### config.mk
export PLATFORM = sky130hd
export DESIGN_NAME = async_serial_adapter
export DESIGN_NICKNAME = d
export VERILOG_FILES = /design/src/rtl/sa_pkg.sv /design/src/rtl/sa_tx.sv /design/src/rtl/sa_rx.sv /design/src/rtl/async_serial_adapter.sv
export SDC_FILE = /design/constraint.sdc
export NUM_CORES = 1
export LEC_CHECK = 0
export ABC_AREA = 1
export BUFFER_PORTS_ARGS = -buffer_cell sky130_fd_sc_hd__buf_2
export CAP_MARGIN = 20
export CORE_MARGIN = 2
export CORE_UTILIZATION = 33
export CTS_CLUSTER_DIAMETER = 30
export DETAILED_ROUTE_END_ITERATION = 8
export PLACE_DENSITY = 0.47
export SKIP_CTS_REPAIR_TIMING = 1
export SYNTH_ARGS = -nofsm -noshare
export SYNTH_HDL_FRONTEND = slang
export SYNTH_SLANG_ARGS = --single-unit
### constraint.sdc
create_clock -name clk_i -period 3.16 [get_ports clk_i]
set_input_delay 0 -clock clk_i [delete_from_list [all_inputs] [get_ports clk_i]]
set_output_delay 0 -clock clk_i [all_outputs]
set_load 0.02 [all_outputs]
### src/rtl/sa_pkg.sv
package sa_pkg;
  localparam int DW      = 8;
  localparam int DIV_MID = 16;
  localparam int DIV_HI  = 64;
  localparam int CW      = $clog2(DIV_HI);
  localparam int FW      = DW + 4;
  localparam int LW      = $clog2(FW + 1);

  typedef struct packed {
    logic d8;
    logic par_en;
    logic par_odd;
    logic stop2;
  } fmt_t;

  function automatic fmt_t fmt_decode(input logic [2:0] c);
    fmt_t f;
    f.d8      = c[2];
    f.par_en  = ~c[2] | c[1];
    f.par_odd = c[0];
    f.stop2   = (c[2:1] == 2'b00) | (c == 3'd4);
    return f;
  endfunction

  // enables per bit minus one
  function automatic logic [CW-1:0] bit_lim(input logic [1:0] d);
    case (d)
      2'd1:    return CW'(DIV_MID - 1);
      2'd2:    return CW'(DIV_HI - 1);
      default: return '0;
    endcase
  endfunction

  function automatic logic [CW-1:0] half_lim(input logic [1:0] d);
    case (d)
      2'd1:    return CW'(DIV_MID / 2 - 1);
      2'd2:    return CW'(DIV_HI / 2 - 1);
      default: return '0;
    endcase
  endfunction
endpackage

### src/rtl/sa_tx.sv
module sa_tx import sa_pkg::*; (
  input  logic          clk_i,
  input  logic          rst_ni,
  input  logic          clr_i,
  input  logic          en_i,
  input  logic          start_i,
  input  logic [DW-1:0] data_i,
  input  fmt_t          fmt_i,
  input  logic [1:0]    div_i,
  output logic          busy_o,
  output logic          line_o
);
  logic [FW-1:0] sh, frame;
  logic [CW-1:0] cnt;
  logic [LW-1:0] left, nbits;
  logic          par;

  always_comb begin
    par   = (fmt_i.d8 ? ^data_i : ^data_i[DW-2:0]) ^ fmt_i.par_odd;
    frame = '1;
    frame[0] = 1'b0;
    for (int i = 0; i < DW; i++)
      if (i < DW - 1 || fmt_i.d8) frame[1+i] = data_i[i];
    if (fmt_i.par_en) frame[fmt_i.d8 ? DW + 1 : DW] = par;
    nbits = LW'(1 + (fmt_i.d8 ? DW : DW - 1) + int'(fmt_i.par_en) + (fmt_i.stop2 ? 2 : 1));
  end

  always_ff @(posedge clk_i or negedge rst_ni) begin
    if (!rst_ni) begin
      sh <= '1; cnt <= '0; left <= '0; busy_o <= 1'b0;
    end else if (clr_i) begin
      sh <= '1; cnt <= '0; left <= '0; busy_o <= 1'b0;
    end else if (start_i) begin
      sh <= frame; cnt <= '0; left <= nbits; busy_o <= 1'b1;
    end else if (en_i && busy_o) begin
      if (cnt >= bit_lim(div_i)) begin
        cnt  <= '0;
        sh   <= {1'b1, sh[FW-1:1]};
        left <= left - LW'(1);
        if (left == LW'(1)) busy_o <= 1'b0;
      end else begin
        cnt <= cnt + CW'(1);
      end
    end
  end

  assign line_o = sh[0];

  a_r4_start_bit: assert property (@(posedge clk_i) disable iff (!rst_ni)
    start_i |=> (!line_o && busy_o));
  a_r4_idle_high: assert property (@(posedge clk_i) disable iff (!rst_ni)
    !busy_o |-> line_o);
endmodule

### src/rtl/sa_rx.sv
module sa_rx import sa_pkg::*; (
  input  logic          clk_i,
  input  logic          rst_ni,
  input  logic          clr_i,
  input  logic          en_i,
  input  logic          rx_i,
  input  fmt_t          fmt_i,
  input  logic [1:0]    div_i,
  output logic          done_o,
  output logic [DW-1:0] data_o,
  output logic          fe_o,
  output logic          pe_o
);
  typedef enum logic [1:0] {R_IDLE, R_START, R_BITS} rx_st_e;
  rx_st_e        st;
  logic          s1, s2, prev;
  logic [CW-1:0] cnt, lim;
  logic [LW-1:0] idx, last;
  logic [FW-1:0] b;
  logic [DW-1:0] dat;
  logic          pbit;

  always_ff @(posedge clk_i or negedge rst_ni) begin
    if (!rst_ni) begin s1 <= 1'b1; s2 <= 1'b1; end
    else begin s1 <= rx_i; s2 <= s1; end
  end

  always_comb begin
    lim  = (st == R_START) ? half_lim(div_i) : bit_lim(div_i);
    last = LW'((fmt_i.d8 ? DW : DW - 1) + int'(fmt_i.par_en));
    dat  = fmt_i.d8 ? b[DW-1:0] : {1'b0, b[DW-2:0]};
    pbit = b[fmt_i.d8 ? DW : DW - 1];
  end

  always_ff @(posedge clk_i or negedge rst_ni) begin
    if (!rst_ni) begin
      st <= R_IDLE; cnt <= '0; idx <= '0; prev <= 1'b1; b <= '0;
      done_o <= 1'b0; data_o <= '0; fe_o <= 1'b0; pe_o <= 1'b0;
    end else begin
      done_o <= 1'b0;
      if (clr_i) begin
        st <= R_IDLE; cnt <= '0; idx <= '0; prev <= 1'b1;
      end else if (en_i) begin
        prev <= s2;
        case (st)
          R_IDLE: if (prev && !s2) begin
            cnt <= '0; idx <= '0;
            st  <= (div_i == 2'd0) ? R_BITS : R_START;
          end
          R_START: if (cnt >= lim) begin
            cnt <= '0;
            st  <= s2 ? R_IDLE : R_BITS;
          end else cnt <= cnt + CW'(1);
          R_BITS: if (cnt >= lim) begin
            cnt    <= '0;
            b[idx] <= s2;
            idx    <= idx + LW'(1);
            if (idx == last) begin
              st     <= R_IDLE;
              done_o <= 1'b1;
              data_o <= dat;
              fe_o   <= !s2;
              pe_o   <= fmt_i.par_en & ((^dat ^ pbit) != fmt_i.par_odd);
            end
          end else cnt <= cnt + CW'(1);
          default: st <= R_IDLE;
        endcase
      end
    end
  end

  a_r7_done_pulse: assert property (@(posedge clk_i) disable iff (!rst_ni)
    done_o |=> !done_o);
endmodule

### src/rtl/async_serial_adapter.sv
module async_serial_adapter import sa_pkg::*; (
  input  logic          clk_i,
  input  logic          rst_ni,
  input  logic          clk_en_i,
  input  logic          sel_i,
  input  logic          wr_i,
  input  logic          rd_i,
  input  logic [DW-1:0] wdata_i,
  output logic [DW-1:0] rdata_o,
  input  logic          rx_i,
  output logic          tx_o,
  output logic          rts_o,
  input  logic          cts_n_i,
  input  logic          dcd_n_i,
  output logic          irq_o
);
  logic [DW-1:0] ctl, tdr, rdr, stat, rx_data;
  logic          tdre, rdrf, ovrn, fe, pe;
  logic          mr, rie, tie, brk, wr_tdr, rd_rdr, take;
  logic          tx_busy, tx_line, rx_done, rx_fe, rx_pe;
  fmt_t          fmt;

  assign mr     = (ctl[1:0] == 2'b11);
  assign fmt    = fmt_decode(ctl[4:2]);
  assign rie    = ctl[7];
  assign tie    = (ctl[6:5] == 2'b01);
  assign brk    = (ctl[6:5] == 2'b11) && !mr;
  assign wr_tdr = wr_i && sel_i && !mr;
  assign rd_rdr = rd_i && sel_i;
  assign take   = clk_en_i && !tdre && !cts_n_i && !tx_busy && !mr;

  always_ff @(posedge clk_i or negedge rst_ni) begin
    if (!rst_ni) begin
      ctl <= 8'h03; tdr <= '0; tdre <= 1'b1;
    end else begin
      if (wr_i && !sel_i) ctl <= wdata_i;
      if (wr_tdr) tdr <= wdata_i;
      if (mr) tdre <= 1'b1;
      else if (wr_tdr) tdre <= 1'b0;
      else if (take) tdre <= 1'b1;
    end
  end

  always_ff @(posedge clk_i or negedge rst_ni) begin
    if (!rst_ni) begin
      rdr <= '0; rdrf <= 1'b0; ovrn <= 1'b0; fe <= 1'b0; pe <= 1'b0;
    end else if (mr) begin
      rdrf <= 1'b0; ovrn <= 1'b0; fe <= 1'b0; pe <= 1'b0;
    end else begin
      if (rd_rdr) begin
        rdrf <= 1'b0; ovrn <= 1'b0; fe <= 1'b0; pe <= 1'b0;
      end
      if (rx_done) begin
        if (rdrf && !rd_rdr) ovrn <= 1'b1;  // new char dropped
        else begin
          rdr <= rx_data; rdrf <= 1'b1; fe <= rx_fe; pe <= rx_pe;
        end
      end
    end
  end

  sa_tx u_tx (
    .clk_i, .rst_ni, .clr_i(mr), .en_i(clk_en_i), .start_i(take),
    .data_i(tdr), .fmt_i(fmt), .div_i(ctl[1:0]),
    .busy_o(tx_busy), .line_o(tx_line)
  );

  sa_rx u_rx (
    .clk_i, .rst_ni, .clr_i(mr), .en_i(clk_en_i), .rx_i,
    .fmt_i(fmt), .div_i(ctl[1:0]),
    .done_o(rx_done), .data_o(rx_data), .fe_o(rx_fe), .pe_o(rx_pe)
  );

  assign irq_o   = (rie && (rdrf || ovrn || fe || pe)) || (tie && tdre);
  assign stat    = {irq_o, pe, ovrn, fe, cts_n_i, dcd_n_i, tdre, rdrf};
  assign rdata_o = sel_i ? rdr : stat;
  assign rts_o   = (ctl[6:5] == 2'b10);
  assign tx_o    = tx_line && !brk;

  a_r1_mr_idle: assert property (@(posedge clk_i) disable iff (!rst_ni)
    mr |=> (tdre && !rdrf));
  a_r5_tdre_fall: assert property (@(posedge clk_i) disable iff (!rst_ni)
    $fell(tdre) |-> $past(wr_tdr));
  a_r9_ovrn_full: assert property (@(posedge clk_i) disable iff (!rst_ni)
    ovrn |-> rdrf);
  a_r10_read_clears: assert property (@(posedge clk_i) disable iff (!rst_ni)
    (rd_rdr && !rx_done) |=> (!rdrf && !ovrn));
endmodule

==> results.tsv, run 1 <==
metric	value	unit
outcome	finished, violations left	
failing checks	hold timing	
CP Data Arrival Time	2.94	ns
synthesized flop and latch total	85	
WHS	-0.0354	ns
full die area	0.0152	mm^2
port bufs	27	
Fillers	1466	
cell depth of the worst hold path	3	
Total Routing Usage GR	15.4	%
H-tree depth	3	
DRC	0	
unrepaired setup endpoints after global routing	false	
clk_lat worst skew	0.35	ns
worst setup path startpoint	ctl[0]$_DFFE_PN1P_	
post-layout util	38.8	%
Syn Nets	647	
pin slew with the least headroom to its limit	0.625	ns
Post-synth EDFFs	0	
Worst-path clk slew	0.06	ns
Buffers & Inverters on Critical Path	2	
largest net degree at the start of global routing	37	
top-area cell type share of the netlist area	36.7	%
crit-path cells	inv_1, ha_1, o21ai_0, ha_1, inv_1, nor2_1, nand2_1, nand2_2, nor2_4, nand2_2, nand2_4, nor2_4, nand2_1, o21a_1	
Setup-failing EPs final	0	
layout cell share with drive strength beyond 1	11.7	%
initial antenna violation count	0	
synth unique cells	36	
Worst Skew	0.00847	ns
Async S/R FF share, synth	100	%
maximum clock frequency	371	MHz
Period minus WS final	2.70	ns
CTS tree	built	
num ports	28	
Max transition margin	58.2	%
reg-to-reg startpoint	ctl[0]$_DFFE_PN1P_	
Slowest Stage Delay on Critical Path	0.54	ns
Crit path max-delay family	simple AND/OR/NAND/NOR gates	
synthesized area	0.00471	mm^2
Placeable Area	0.0139	mm^2
Die W	123	um
dominant cell type by area after synthesis	dfrtp_1	
final WL	10.6	mm
Layout area overhead	15.0	%
Fin Setup TNS	0	ns
Vias/cell	4.68	
CP Capture Type	flop	
cts bufs inserted	9	
PD cells	684	mW/mm^2
final period utilization	85.4	%
Crit-path slowest cell	dfstp_2	
placed cells	802	
Vias	3873	
critical path type	flop to flop	
first-pass GRT wire length	18.1	mm
hold_sp	wdata_i[4]	
drt pass-1 iters	4	
leakage	0.00273	uW
n_diodes	0	
Post-Synthesis Cells	607	
clock sink count	85	
Avg WL per Cell	12.9	um
count leader, synth	nand2_1	
Final Non-Filler Cells	827	
Main synth FF type	dfrtp_1	
VDD IR-drop max	0.408	mV
row count	43	
clk buf depth	2	
Hold Violations, Final	3	
Hold/Removal Path Class	input port to flop	
GR Overflow Total	0	
Starting Density	33.8	%
dpl ws	0.448	ns
Worst path depth	14	
GP Congestion	0.780	
CTS root buf	clkbuf_16	
Yosys warning total	0	
sequential area share after synthesis	45.6	%
syn_area_per_cell	7.76	um^2
worst setup margin	0.463	ns
Die Y	123	um
Area contributors post-synth	dfrtp_1 37%, nand2_1 15%, dfstp_2 8.9%	
Worst Hold Path EP	ctl[4]$_DFFE_PN0P_	
reg2reg path depth	14	
flop-to-flop setup slack	0.46	ns
DRT iter0 DRCs	135	
crit start category	flop	
Max Fanout on Critical Path	20	
Worst Path Required	3.40	ns
NumNets Final	682	
DRT antenna net count	0	
Max Cap Viol	0	
count of final max-slew check failures	0	
Synth top cells by count	182 x nand2_1, 88 x inv_1, 69 x dfrtp_1	
number of global-route vias before repair	3659	
detailed placement HPWL	7.81	mm
Reg-to-Reg End	u_rx.fe_o$_DFFE_PN0P_	
## per-layer routing
metal | wire length (um) | vias to the layer above | part of all wire [%] | global-route usage, %
met5 | 0 | - | 0 | 0
met2 | 4850 | 36 | 46 | 23.8
met1 | 5390 | 1829 | 51 | 21.3
met3 | 308 | 9 | 2.9 | 4.61
met4 | 107 | 0 | 1.0 | 3.20
li1 | - | 1999 | - | -
## worst max-delay path by stage
stage,end,slack [ns]
global route,u_rx.fe_o$_DFFE_PN0P_,0.13
finish,u_rx.fe_o$_DFFE_PN0P_,0.46
detailed placement,u_rx.fe_o$_DFFE_PN0P_,0.45
floorplan,u_rx.fe_o$_DFFE_PN0P_,0.81
CTS,u_rx.fe_o$_DFFE_PN0P_,0.44
global placement,u_rx.fe_o$_DFFE_PN0P_,0.53
## area by class of cell
type	count	area, um^2	area share, %
multi-input combinational	416	2130	39.4
tap	180	225	4.16
clock buffer	10	229	4.23
timing repair buffer	38	243	4.48
inverter	92	345	6.38
sequential	85	2150	39.7
clock inverter	6	88.8	1.64
## state kept, by name, summed over array words and instances, names as in the netlist, 4 cells and up
| name | count |
|---|---|
| u_tx.cnt | 6 |
| rdr | 8 |
| u_rx.idx | 4 |
| u_rx.b | 9 |
| u_rx.cnt | 6 |
| u_tx.sh | 10 |
| u_tx.left | 4 |
| ctl | 8 |
| u_rx.data_o | 8 |
| tdr | 8 |
## cell usage in the layout (no fill, tap or decap), drive strengths merged, types with 7 or more instances in the layout
cell type / netlist / layout
dlygate4sd3: 0 / 9
nor2: 42 / 42
a21oi: 11 / 11
nand2: 186 / 186
clkbuf: 7 / 10
nand4: 9 / 9
dfstp: 16 / 16
nand3: 33 / 33
buf: 7 / 29
dfrtp: 69 / 69
ha: 22 / 22
inv: 92 / 92
xnor2: 8 / 8
o22ai: 8 / 8
xor2: 7 / 7
o21ai: 74 / 74
## power by group
| group | total (uW) | switching [uW] | internal (uW) |
|---|---|---|---|
| Sequential | 1510 | 178 | 1330 |
| Combinational | 1060 | 659 | 396 |
| Clock | 1140 | 447 | 692 |
## kinds of logic (layout without fill, tap and decap cells)
kind of cell,after synthesis,after routing,share of synthesized area (%)
AO/OA/AOI/OAI,103,103,11.8
adder cells (fa/ha/maj),23,23,6.27
XOR/XNOR,15,15,2.79
AND/OR/NAND/NOR,275,275,24.5
flip-flops,85,85,45.6
buffers and inverters,106,146,9.06
## stage by stage
| stage | power, uW | area (um^2) |
|---|---|---|
| floorplan | 2300 | 4710 |
| global placement | 2560 | 5000 |
| detailed placement | 2590 | 5000 |
| CTS | 3760 | 5320 |
| global route | 4010 | 5410 |
| finish | 3700 | 5410 |
## tightest hold or removal path: cells and delay by family
family	cells	cell delay (ns)
AO/OA/AOI/OAI	1	0.14
buffers and inverters	2	0.12
No activity file was read; power rests on OpenSTA's default activity.
==> run 2, diff against run 1 <==
--- a/config.mk
+++ b/config.mk
@@ -8,11 +8,11 @@
 export ABC_AREA = 1
 export BUFFER_PORTS_ARGS = -buffer_cell sky130_fd_sc_hd__buf_2
 export CAP_MARGIN = 20
-export CORE_MARGIN = 2
-export CORE_UTILIZATION = 33
+export CORE_UTILIZATION = 40
 export CTS_CLUSTER_DIAMETER = 30
 export DETAILED_ROUTE_END_ITERATION = 8
-export PLACE_DENSITY = 0.47
+export PLACE_DENSITY = 0.55
+export RECOVER_POWER = 100
 export SKIP_CTS_REPAIR_TIMING = 1
 export SYNTH_ARGS = -nofsm -noshare
 export SYNTH_HDL_FRONTEND = slang
==> run 2 against run 1 <==
The run ends with hold timing, capacitance limit, slew limit left. Sequential power barely moved. Final area fell by 2.1%. Flip-flop and latch count did not move. Non-clock buffer count rose by 1. Setup slack got worse by 0.0079 ns. Clock skew rose by 0.00077 ns. Wire length fell by 4.6%. First-iteration DRC count rose by 41%. Core utilization rose by 7.4 points. Die area fell by 20%. Clock power fell by 14%. Total power fell by 4.7%.
==> results.tsv, run 2 (same netlist as run 1, synthesis figures left out) <==
metric	value	unit	change
outcome	finished, violations left		
failing checks	hold timing, capacitance limit, slew limit		
clock sink count	85		unchanged
Hold Violations, Final	2		-1
clk buf depth	2		unchanged
DRT antenna net count	0		unchanged
Comb pwr share	29.7	%	+1.2 points
most common cell after layout, fill and taps aside	nand2_1		
final period utilization	85.6	%	+0.25 points
Period minus WS final	2.71	ns	+0.00786 ns
sw frac	36.2	%	+1.5 points
crit start category	flop		
CP Capture Type	flop		
VDD IR-drop max	0.436	mV	+7.0%
Fin Setup TNS	0	ns	unchanged
Max Fanout on Critical Path	20		unchanged
Fillers	1127		-23%
unrepaired setup endpoints after global routing	false		
largest net degree at the start of global routing	66		+78%
register area	0.00215	mm^2	unchanged
Vias/cell	4.81		+2.6%
critical path type	flop to flop		
flop-to-flop setup slack	0.45	ns	about the same
detailed placement HPWL	7.36	mm	-5.8%
Clock power frac	27.8	%	-2.9 points
Setup-failing EPs final	0		unchanged
PD cells	666	mW/mm^2	-2.7%
CP Data Arrival Time	2.95	ns	about the same
GR Overflow Total	0		unchanged
GP Congestion	0.802		+2.8%
num ports	28		unchanged
dpl ws	0.473	ns	+0.0241 ns
clk_lat worst skew	0.35	ns	about the same
full die area	0.0122	mm^2	-20%
H-tree depth	3		unchanged
CTS tree	built		
WHS	-0.0217	ns	+0.0137 ns
count of final max-slew check failures	66		+66
row count	39		-9.3%
Vias	3801		-1.9%
Largest regs	u_tx.sh x10, u_rx.b x9		
CTS root buf	clkbuf_16		
final WL	10.2	mm	-4.6%
P_int	2250	uW	-6.9%
most frequent cells in the layout	184 x nand2_1, 91 x inv_1, 73 x o21ai_0		
Placeable Area	0.0115	mm^2	-18%
placed cells	765		-4.6%
maximum clock frequency	370	MHz	-0.29%
Final Non-Filler Cells	791		-4.4%
first-pass GRT wire length	17.8	mm	-1.5%
Layout area overhead	12.6	%	
worst setup margin	0.455	ns	-0.00786 ns
leakage	0.00268	uW	-1.9%
Starting Density	41.1	%	+7.3 points
Total Routing Usage GR	18.2	%	+2.8 points
cts bufs inserted	9		unchanged
area of the multi-input gates	0.00212	mm^2	-0.59%
Avg WL per Cell	12.8	um	-0.26%
initial antenna violation count	0		unchanged
Hold/Removal Path Class	input port to flop		
NumNets Final	683		+0.15%
n_diodes	0		unchanged
Reg power frac	42.5	%	+1.7 points
drt pass-1 iters	4		unchanged
port bufs	27		unchanged
Psw	1280	uW	-0.48%
Die W	110	um	-10%
pin slew with the least headroom to its limit	1.66	ns	+1.03 ns
Worst Skew	0.00924	ns	+0.000774 ns
number of global-route vias before repair	3719		+1.6%
max reg flops	10		unchanged
Max transition margin	-10.6	%	-69 points
Worst Path Required	3.40	ns	about the same
DRT iter0 DRCs	191		+41%
Worst-path clk slew	0.07	ns	about the same
Max Cap Viol	1		+1
layout cell share with drive strength beyond 1	8.80	%	-3.0 points
Biggest register	u_tx.sh		
DRC	0		unchanged
Die Y	110	um	-10%
-- run 2: worst paths after layout --
check / startpoint / end / cells after the start
min in group asynchronous: rst_ni / u_rx.st[0]$_DFFE_PN0P_ / 2
max in group asynchronous: rst_ni / ctl[7]$_DFFE_PN0P_ / 3
worst min-delay path: wdata_i[2] / ctl[2]$_DFFE_PN0P_ / 3
worst max register to register: ctl[1]$_DFFE_PN1P_ / u_rx.fe_o$_DFFE_PN0P_ / 14
worst min register to register: u_rx.s1$_DFF_PN1_ / u_rx.s2$_DFF_PN1_ / 0
worst max-delay path: ctl[1]$_DFFE_PN1P_ / u_rx.fe_o$_DFFE_PN0P_ / 14
-- run 2: routing by layer --
layer | GRT usage, % | vias to the layer above | routed length, um
li1 | - | 2005 | -
met1 | 24.5 | 1751 | 5150
met2 | 28.6 | 31 | 4570
met3 | 3.24 | 14 | 223
met4 | 8.09 | 0 | 215
met5 | 0 | - | 0
-- run 2: cell type report --
type	count	share of cell area (%)
tap	143	3.38
multi-input combinational	416	40.0
sequential	85	40.5
clock buffer	9	4.25
inverter	92	6.51
timing repair buffer	39	4.39
clock inverter	7	0.944
-- run 2: power groups by stage --
stage	Clock [uW]	Sequential [uW]	Combinational [uW]
6_report	983	1500	1050
5_1_grt	1050	1530	1220
4_1_cts	1010	1500	1060
3_5_place_dp	0	1520	1050
3_3_place_gp	0	1520	1040
2_1_floorplan	0	1470	834
-- run 2: critical path: stages, from the launching register on --
cell,delay (ns)
dfstp_1,0.58
inv_1,0.06
ha_1,0.39
o21ai_0,0.13
ha_1,0.28
inv_1,0.04
nor2_1,0.16
nand2_1,0.07
nand2_1,0.06
nor2_1,0.07
nand2_1,0.12
nand2_4,0.10
nor2_4,0.32
nand2_1,0.10
o21a_1,0.12
-- run 2: metrics by stage --
| stage | cell area (um^2) | power [uW] | util (%) |
|---|---|---|---|
| after CTS | 5230 | 3570 | 45.6 |
| after detailed placement | 4960 | 2570 | 43.2 |
| after global placement | 4960 | 2550 | 43.2 |
| after floorplan | 4710 | 2300 | - |
| final | 5300 | 3530 | 46.2 |
| after global routing | 5300 | 3810 | 46.2 |
==> run 3, diff against run 2 <==
--- a/config.mk
+++ b/config.mk
@@ -7,11 +7,11 @@
 export LEC_CHECK = 0
 export ABC_AREA = 1
 export BUFFER_PORTS_ARGS = -buffer_cell sky130_fd_sc_hd__buf_2
-export CAP_MARGIN = 20
-export CORE_UTILIZATION = 40
+export CAP_MARGIN = 0
+export CORE_UTILIZATION = 25
 export CTS_CLUSTER_DIAMETER = 30
 export DETAILED_ROUTE_END_ITERATION = 8
-export PLACE_DENSITY = 0.55
+export PLACE_DENSITY = 0.39
 export RECOVER_POWER = 100
 export SKIP_CTS_REPAIR_TIMING = 1
 export SYNTH_ARGS = -nofsm -noshare
==> run 3 against run 2 <==
The run ends with DRC left. Critical path depth decreased by 6. Flip-flop and latch count unchanged. Total power increased by 1.1%. Setup slack got worse by 0.040 ns. Sequential share of layout area decreased by 0.93 points. Clock power about the same. Core utilization decreased by 16 points. Count of clock-buffer cells in the layout increased by 1. Final cell count increased by 11%. Hold slack improved by 0.028 ns. Combinational power about the same. Final area increased by 2.4%. Critical endpoint is now u_rx.cnt[0]$_DFFE_PN0P_. Largest cell class unchanged.
==> results.tsv, run 3 (same netlist as run 1, synthesis figures left out) <==
metric	value	unit	change
clock sink count	85		unchanged
largest net degree at the start of global routing	34		-48%
Layout area overhead	15.3	%	
Fillers	1945		+73%
GP Congestion	0.773		-3.6%
row count	49		+26%
cell depth of the worst hold path	4		+1
critical path type	flop to flop		
CP Data Arrival Time	3.01	ns	+0.06 ns
reg2reg path depth	8		-6
final period utilization	86.9	%	+1.3 points
Die Y	139	um	+26%
count of final max-slew check failures	0		-100%
num ports	28		unchanged
Worst Path Required	3.42	ns	+0.02 ns
Placeable Area	0.0182	mm^2	+59%
first-pass GRT wire length	19.3	mm	+8.2%
drt pass-1 iters	8		+4
initial antenna violation count	0		unchanged
unrepaired setup endpoints after global routing	false		
CTS root buf	clkbuf_16		
pin slew with the least headroom to its limit	1.27	ns	-0.386 ns
number of global-route vias before repair	3736		+0.46%
CTS tree	built		
Period minus WS final	2.75	ns	+0.0405 ns
Largest regs	u_tx.sh x10, u_rx.b x9		
Reg-to-Reg End	u_rx.cnt[0]$_DFFE_PN0P_		
Fin Setup TNS	0	ns	unchanged
Max Cap Viol	0		-1
Avg WL per Cell	12.8	um	-0.43%
cts bufs inserted	9		unchanged
layout cell share with drive strength beyond 1	8.77	%	-0.027 points
Worst-path clk slew	0.07	ns	about the same
Hold/Removal Path Class	input port to flop		
Setup-failing EPs final	0		unchanged
Hold Violations, Final	0		-2
Total Routing Usage GR	12.5	%	-5.7 points
n_diodes	0		unchanged
full die area	0.0194	mm^2	+59%
Worst Skew	0.00798	ns	-0.00126 ns
clk buf depth	2		unchanged
Vias	3869		+1.8%
Biggest register	u_tx.sh		
maximum clock frequency	364	MHz	-1.5%
leakage	0.00267	uW	-0.25%
DRT antenna net count	0		unchanged
most common cell after layout, fill and taps aside	nand2_1		
DRT iter0 DRCs	131		-31%
flop-to-flop setup slack	0.41	ns	-0.04 ns
reg-to-reg startpoint	ctl[1]$_DFFE_PN1P_		
final WL	11.2	mm	+11%
clk_lat worst skew	0.35	ns	about the same
Vias/cell	4.40		-8.4%
outcome	finished, violations left		
max reg flops	10		unchanged
Worst Hold Path EP	u_tx.cnt[1]$_DFFE_PN0P_		
post-layout util	29.8	%	-16 points
CP Capture Type	flop		
failing checks	DRC		
detailed placement HPWL	8.34	mm	+13%
Starting Density	25.9	%	-15 points
GR Overflow Total	0		unchanged
most frequent cells in the layout	184 x nand2_1, 91 x inv_1, 73 x o21ai_0		
NumNets Final	685		+0.29%
DRC	1		+1
Max transition margin	15.2	%	+26 points
VDD IR-drop max	0.313	mV	-28%
crit start category	flop		
PD cells	658	mW/mm^2	-1.2%
hold_sp	clk_en_i		
Max Fanout on Critical Path	15		-25%
Die W	139	um	+26%
port bufs	27		unchanged
H-tree depth	3		unchanged
run 3: cell count changes in the layout (fill, tap and decap cells not counted):
cell           previous run  this run
clkinv_2                  3         0
clkbuf_2                  1         2
clkbuf_1                 12        13
clkinvlp_4                0         3
dlygate4sd3_1            10        11
clkinv_4                  3         2
run 3: per-layer routing:
layer / GRT usage (%) / wire (um)
met1: 17.3 / 5890
met2: 19.5 / 5040
met3: 3.27 / 280
met4: 2.69 / 38
met5: 0 / 0
run 3: layout make-up:
cell class                 instances  area (um^2)  share of cell area, %
inverter                          92          345                   6.36
clock buffer                      10          229                   4.22
tap                              229          287                   5.28
timing repair buffer              41          248                   4.57
sequential                        85         2150                   39.6
clock inverter                     6         48.8                  0.899
multi-input combinational        416         2120                   39.1
run 3: critical path, stage by stage (launching register included):
cell,delay [ns]
dfstp_1,0.57
ha_1,0.54
inv_1,0.46
nand2_1,0.20
o21ai_0,0.13
inv_1,0.13
nand2_1,0.15
or2_2,0.31
o21ai_0,0.17
run 3: report_power, final:
group          internal (uW)  leakage (uW)  switching, uW
Clock                    539      0.000125            470
Sequential              1330       0.00105            182
Combinational            390       0.00150            660
run 3: worst max path at each step:
| stage | to | cells past startpoint | startpoint | slack [ns] |
|---|---|---|---|---|
| after floorplan | u_rx.fe_o$_DFFE_PN0P_ | 15 | ctl[0]$_DFFE_PN1P_ | 0.81 |
| after global placement | u_rx.fe_o$_DFFE_PN0P_ | 14 | ctl[0]$_DFFE_PN1P_ | 0.52 |
| after detailed placement | u_rx.fe_o$_DFFE_PN0P_ | 14 | ctl[0]$_DFFE_PN1P_ | 0.43 |
| after CTS | u_rx.fe_o$_DFFE_PN0P_ | 14 | ctl[0]$_DFFE_PN1P_ | 0.41 |
| after global routing | u_tx.left[2]$_DFFE_PN0P_ | 12 | ctl[1]$_DFFE_PN1P_ | 0.15 |
| final | u_rx.cnt[0]$_DFFE_PN0P_ | 8 | ctl[1]$_DFFE_PN1P_ | 0.41 |
run 3: per-stage QoR:
step | std cells | setup slack [ns] | hold slack [ns] | total power, uW | instance area [um^2]
floorplan | 607 | 0.810 | -0.296 | 2300 | 4710
detailed placement | 852 | 0.428 | -0.0775 | 2590 | 5070
global route | 879 | 0.150 | 0.0597 | 3870 | 5430
CTS | 868 | 0.411 | -0.457 | 3640 | 5350
finish | 879 | 0.414 | 0.00636 | 3570 | 5430
global placement | 852 | 0.516 | -0.0768 | 2580 | 5070
